==> config.mk <==
export PLATFORM = sky130hd
export DESIGN_NAME = clkdiv_tbl_gated
export DESIGN_NICKNAME = d
export VERILOG_FILES = /design/src/rtl/clkdiv_tbl_pkg.sv /design/src/rtl/clkdiv_ratio_map.sv /design/src/rtl/clkdiv_period_ctr.sv /design/src/rtl/clkdiv_halfcycle_ext.sv /design/src/rtl/clkdiv_tbl_gated.sv
export SDC_FILE = /design/constraint.sdc
export NUM_CORES = 1
export LEC_CHECK = 0
export BUFFER_PORTS_ARGS = -buffer_cell sky130_fd_sc_hd__buf_2
export CORE_ASPECT_RATIO = 1.5
export CORE_MARGIN = 1.5
export CORE_UTILIZATION = 25
export DETAILED_ROUTE_END_ITERATION = 16
export PLACE_DENSITY_LB_ADDON = 0.08
export SLEW_MARGIN = 5
export SYNTH_ARGS = -nofsm -noshare
export SYNTH_HDL_FRONTEND = slang
export SYNTH_SLANG_ARGS = --single-unit
==> constraint.sdc <==
create_clock -name clk_src -period 6.4 [get_ports clk_src]
set_clock_uncertainty 0.2 [all_clocks]
set_input_delay 0.32 -clock clk_src [delete_from_list [all_inputs] [get_ports clk_src]]
set_output_delay 0.32 -clock clk_src [all_outputs]
set_load 0.05 [all_outputs]
==> src/rtl/clkdiv_tbl_pkg.sv <==
package clkdiv_tbl_pkg;

  // Ratio for a select code under one of the four table variants.
  // 0: floor-at-two linear, 1: even from two, 2: even with floor four, 3: step of four.
  function automatic int ratio_of(input int tid, input int sel);
    case (tid)
      0:       return (sel < 2) ? 2 : sel + 1;
      1:       return 2 * (sel + 1);
      2:       return (sel == 0) ? 4 : 2 * (sel + 1);
      default: return 4 * (sel + 1);
    endcase
  endfunction

  function automatic int max_ratio(input int tid, input int nsel);
    int m;
    m = 0;
    for (int s = 0; s < nsel; s++)
      if (ratio_of(tid, s) > m) m = ratio_of(tid, s);
    return m;
  endfunction

  function automatic bit is_legal(input int tid, input int nsel, input int r);
    bit hit;
    hit = 1'b0;
    for (int s = 0; s < nsel; s++)
      if (ratio_of(tid, s) == r) hit = 1'b1;
    return hit;
  endfunction

endpackage

==> src/rtl/clkdiv_ratio_map.sv <==
module clkdiv_ratio_map #(
  parameter int TABLE_ID = 0,
  parameter int SEL_W    = 3,
  parameter int RATIO_W  = 6
) (
  input  logic [SEL_W-1:0]   sel_i,
  output logic [RATIO_W-1:0] ratio_o
);
  localparam int NUM_SEL = 1 << SEL_W;

  logic [RATIO_W-1:0] rom [NUM_SEL];

  // Constant table, elaborated from the chosen variant (small LUT ROM).
  for (genvar g = 0; g < NUM_SEL; g++) begin : gen_rom
    assign rom[g] = RATIO_W'(clkdiv_tbl_pkg::ratio_of(TABLE_ID, g));
  end

  assign ratio_o = rom[sel_i];

endmodule

==> src/rtl/clkdiv_period_ctr.sv <==
module clkdiv_period_ctr #(
  parameter int RATIO_W = 6
) (
  input  logic               clk_src,
  input  logic               rst,
  input  logic               gate_en,
  input  logic [RATIO_W-1:0] ratio_nxt,
  output logic [RATIO_W-1:0] ratio_q,
  output logic [RATIO_W-1:0] cnt_q,
  output logic               run_q,
  output logic               hi_q
);
  logic               at_end;
  logic               run_d;
  logic               hi_d;
  logic [RATIO_W-1:0] cnt_d;
  logic [RATIO_W-1:0] ratio_d;

  // A period ends on its last count, or at once while idle.
  assign at_end = !run_q || (cnt_q == ratio_q - 1'b1);

  always_comb begin
    run_d   = run_q;
    cnt_d   = cnt_q + 1'b1;
    ratio_d = ratio_q;
    if (at_end) begin
      run_d = gate_en;
      cnt_d = '0;
      if (gate_en) ratio_d = ratio_nxt;
    end
    // First floor(N/2) cycles of each period are high.
    hi_d = run_d && (cnt_d < (ratio_d >> 1));
  end

  always_ff @(posedge clk_src) begin
    if (rst) begin
      run_q   <= 1'b0;
      cnt_q   <= '0;
      ratio_q <= '0;
      hi_q    <= 1'b0;
    end else begin
      run_q   <= run_d;
      cnt_q   <= cnt_d;
      ratio_q <= ratio_d;
      hi_q    <= hi_d;
    end
  end

endmodule

==> src/rtl/clkdiv_halfcycle_ext.sv <==
module clkdiv_halfcycle_ext (
  input  logic clk_src,
  input  logic rst,
  input  logic hi_i,
  input  logic odd_i,
  output logic ext_q
);
  // Falling-edge copy of the high phase, used only for odd ratios.
  always_ff @(negedge clk_src) begin
    if (rst) ext_q <= 1'b0;
    else     ext_q <= hi_i & odd_i;
  end

endmodule

==> src/rtl/clkdiv_tbl_gated.sv <==
module clkdiv_tbl_gated #(
  parameter int TABLE_ID = 0,
  parameter int SEL_W    = 3
) (
  input  logic             clk_src,
  input  logic             rst,
  input  logic             gate_en,
  input  logic [SEL_W-1:0] ratio_sel,
  output logic             clk_div_o
);
  localparam int NUM_SEL  = 1 << SEL_W;
  localparam int MAX_RAT  = clkdiv_tbl_pkg::max_ratio(TABLE_ID, NUM_SEL);
  localparam int RATIO_W  = $clog2(MAX_RAT + 1);

  logic [RATIO_W-1:0] ratio_nxt;
  logic [RATIO_W-1:0] ratio_q;
  logic [RATIO_W-1:0] cnt_q;
  logic               run_q;
  logic               hi_q;
  logic               ext_q;

  clkdiv_ratio_map #(
    .TABLE_ID(TABLE_ID), .SEL_W(SEL_W), .RATIO_W(RATIO_W)
  ) u_map (
    .sel_i  (ratio_sel),
    .ratio_o(ratio_nxt)
  );

  clkdiv_period_ctr #(.RATIO_W(RATIO_W)) u_ctr (
    .clk_src  (clk_src),
    .rst      (rst),
    .gate_en  (gate_en),
    .ratio_nxt(ratio_nxt),
    .ratio_q  (ratio_q),
    .cnt_q    (cnt_q),
    .run_q    (run_q),
    .hi_q     (hi_q)
  );

  clkdiv_halfcycle_ext u_ext (
    .clk_src(clk_src),
    .rst    (rst),
    .hi_i   (hi_q),
    .odd_i  (ratio_q[0]),
    .ext_q  (ext_q)
  );

  // Both terms are flop outputs; the falling copy only overlaps-then-extends.
  assign clk_div_o = hi_q | ext_q;

endmodule

Word level (Yosys, flattened, before mapping):

Memory sizes are Yosys's and may differ from the RTL's.
Cells that the tools add are included.
Widths: inputs -> output; s select.

* bits in registers: 11
* ROM bits: 32
* input bits: 6
* memories kept: 1

Memory list
* (name not given): words 8, width 4, rd ports 1, clocked after memory_dff 0, write ports 0, line clkdiv_ratio_map.sv:18 `assign ratio_o = rom[sel_i];`

* add/subtract/negate cells: 2
* magnitude comparators: 2
* equal/unequal tests: 1
* mux-type cells: 6
* bitwise logic cells: 3
* reduce and logical (&&, ||, !) cells: 4

Operators by type and width (count)
* $mux 4: 5
* $add 4x1->4 const B: 1
* $eq 4x4->1: 1
* $ge 4x4->1 const B: 1
* $lt 4x3->1: 1
* $not 3->4: 1
* $sub 4x1->4 const B: 1
* $reduce_and 2->1: 1
* $and 1x1->1: 1
* $logic_and 1x1->1: 1
* $logic_not 1->1: 1
* $logic_or 1x1->1: 1
* $mux 1: 1
* $or 1x1->1: 1

Logic depth before layout (Yosys ltp):

* depth in word-level cells: 8
* depth in mapped cells: 11

Cells and area by module:

Synthesis repeated with hierarchy kept, for this count alone.

* cell total of the unflattened synthesis: 73
* area total of the unflattened synthesis: 699.4 um^2

By module, submodules not included
* clkdiv_period_ctr: times used 1, cells each 59, area an instance 579.3 um^2, seq. area each 200.2 um^2
* clkdiv_ratio_map: times used 1, cells each 10, area an instance 81.3 um^2, seq. area each 0.0 um^2
* clkdiv_halfcycle_ext: times used 1, cells each 3, area an instance 32.5 um^2, seq. area each 20.0 um^2
* clkdiv_tbl_gated: times used 1, cells each 1, area an instance 6.3 um^2, seq. area each 0.0 um^2

==> qor.csv <==
metric;value;unit
clkPwrFrac;0.382;
run_status;completed;
slowest_delay;280;ps
cts_setup_buffers;0;
drive_gt1_frac;0.1807;
fp-row-count;23;
synth.top_cell.area_share;0.3218;
h-tree-depth;1;
avgSynthCellArea;9.249;sq um
post-dp-hpwl;1.102;mm
fin_area;802.0;sq um
wl;1.346;mm
grt_pass1_vias;515;
finalMaxSlewViolations;0;
grt_pass1_wl;2.263;mm
cts_resized;0;
numCtsBuffers;3;
gp_congestion;0.7047;
cp_num_buf_inv;1;
num-fill-cells;308;
setup_viol;0;
p_int;0.1358;mW
hold_viol_final;0;
port_buffers;6;
cp_max_fo;1;
core-area;2648;sq um
die_w;45.72;microns
syn_inst;74;
overflow;0;
drcViolationCount;0;
wl_per_cell;11.22;microns
p_leak;0.3541;nW
ys_seq_area_frac;0.3218;
crit_path_end_kind;primary output;
drtIter0Drc;26;
num_antenna_cells;0;
p_sw;0.05127;mW
yosysUniqueCellTypes;28;
antenna_found_initial;0;
ios;7;
final_cell_mix;11 x dfxtp_1, 8 x inv_1, 7 x nor2_1;
hold_path_class;primary input to flip-flop;
holdBufCountCts;0;
cts.clk_slew.worst_paths;50;ps
yosys-top-cells-area;dfxtp_1 32%, ha_1 11%, mux2i_1 7.3%;
cp.arrival;4250;ps
yosysTopAreaCell;dfxtp_1;
cp_top_family;flip-flops;
vias_per_cell;4.292;
worstSkewPairLatency;240;ps
cpMaxStageDelayCell;dfxtp_1;
syn_area;684.4;sq um
p_per_area;233.2;nW/um^2
die_h;67.08;microns
worstPathRequired;5880;ps
drv_cap;0;
cts-root-buf;clkbuf_8;
num_vias;515;
vdd_drop_max;0.09420;mV
path_cells;or2_2 > buf_2;
initial_core_util;0.2585;
p_seq_frac;0.404;
critical_path_class;flip-flop to primary output;
ys_warn_count;0;
combPwrFrac;0.215;
start_kind;flip-flop;
tritoncts;yes;
layout_commonest_cell;dfxtp_1;
p_sw_frac;0.2741;
rsz0062_at_grt;false;
grt_usage;0.1073;
clock_sinks;11;
ant_nets;0;
die-area;3067;sq um
syn_to_final_growth;17.18;%
clock_path_buffers;2;
mappedNetlistNets;86;
dr.pass1.iters;4;
nets;96;
synth-seq-cells;11;
max_slew_margin;0.7582;
placed_area;757.0;sq um
fin_tns_setup;0;ps
tightest_slew;360.1;ps
grt_max_degree;14;
cells by family (layout without fill, tap and decap cells):
| group | after synthesis | after routing | synth area share |
|---|---|---|---|
| adder cells (fa/ha/maj) | 6 | 6 | 0.1097 |
| flip-flops | 11 | 11 | 0.3218 |
| buffers and inverters | 9 | 18 | 0.04936 |
| AO/OA/AOI/OAI | 11 | 11 | 0.1426 |
| AND/OR/NAND/NOR | 24 | 24 | 0.1810 |
| XOR/XNOR | 8 | 8 | 0.1225 |
| multiplexers | 5 | 5 | 0.07313 |
worst reg2reg max path, cell delays in order, from the launching register on:
cell      delay, ps
dfxtp_1         390
nand2b_1        100
nor2_1           80
cells in the mapped netlist:
library cell	n
nor2_1	7
nand2b_1	4
xnor3_1	1
o22ai_1	1
dfxtp_1	11
mux2i_1	5
ha_1	6
xor2_1	2
nand2_1	1
a211o_1	1
o21ai_0	1
a211oi_1	1
or2_2	1
a22o_2	1
a31o_2	1
nand3b_1	1
and2_1	1
nor3_1	5
a21oi_1	1
inv_1	8
nand3_1	3
and2_4	1
a31o_4	1
clkbuf_1	1
a31oi_1	1
a221oi_2	1
a21o_1	1
xnor2_1	5
path summary, 6_finish.rpt:
kind,from,end,slack [ps],cells after the start
worst max-delay path,u_ext.ext_q$_SDFF_NP0_,clk_div_o,1630,2
worst min-delay path,gate_en,u_ctr.run_q$_SDFF_PP0_,160,3
worst max register to register,u_ctr.ratio_q[0]$_SDFFE_PP0P_,u_ext.ext_q$_SDFF_NP0_,2420,2
worst min register to register,u_ctr.ratio_q[3]$_SDFF_PP0_,u_ctr.ratio_q[3]$_SDFF_PP0_,300,2
layer usage:
metal  part of all wire  vias up  track usage
met5                  0        -            0
met4              0.030        0      0.07500
met3              0.028        5      0.01626
met2               0.53        9       0.1831
met1               0.41      230       0.1144
li1                   -      271            -
state kept, by name (all words and copies together), names as in the netlist:
signal / flops
u_ctr.run_q: 1
u_ext.ext_q: 1
u_ctr.cnt_q: 4
u_ctr.ratio_q: 4
u_ctr.hi_q: 1
power groups by stage:
stage | clock [mW] | sequential [mW] | combinational, mW
global route | 0.0796 | 0.0759 | 0.0450
global placement | 0.00196 | 0.0770 | 0.0408
detailed placement | 0.00196 | 0.0769 | 0.0406
CTS | 0.0732 | 0.0755 | 0.0407
floorplan | 0.00196 | 0.0758 | 0.0325
finish | 0.0714 | 0.0755 | 0.0402
through the flow:
step | util | std cells | worst slack (ps) | hold slack, ps | power [mW]
final | 0.3029 | 120 | 1633 | 160.8 | 0.1870
after global routing | 0.3029 | 120 | 1604 | 181.7 | 0.2004
after CTS | 0.3029 | 120 | 1625 | 164.8 | 0.1894
after detailed placement | 0.2859 | 116 | 1940 | 299.3 | 0.1194
after global placement | 0.2859 | 116 | 1945 | 313.1 | 0.1198
after floorplan | - | 74 | 2016 | 271.0 | 0.1103
area by class of cell:
class | instances | area [sq um] | share of cell area
Clock buffer | 4 | 45.04 | 0.05616
Tap cell | 37 | 46.29 | 0.05772
Inverter | 7 | 26.28 | 0.03276
Sequential cell | 11 | 220.2 | 0.2746
Clock inverter | 1 | 3.754 | 0.004680
Timing Repair Buffer | 6 | 30.03 | 0.03744
Multi-Input combinational cell | 54 | 430.4 | 0.5367
Power figures use the tool's default switching activity.
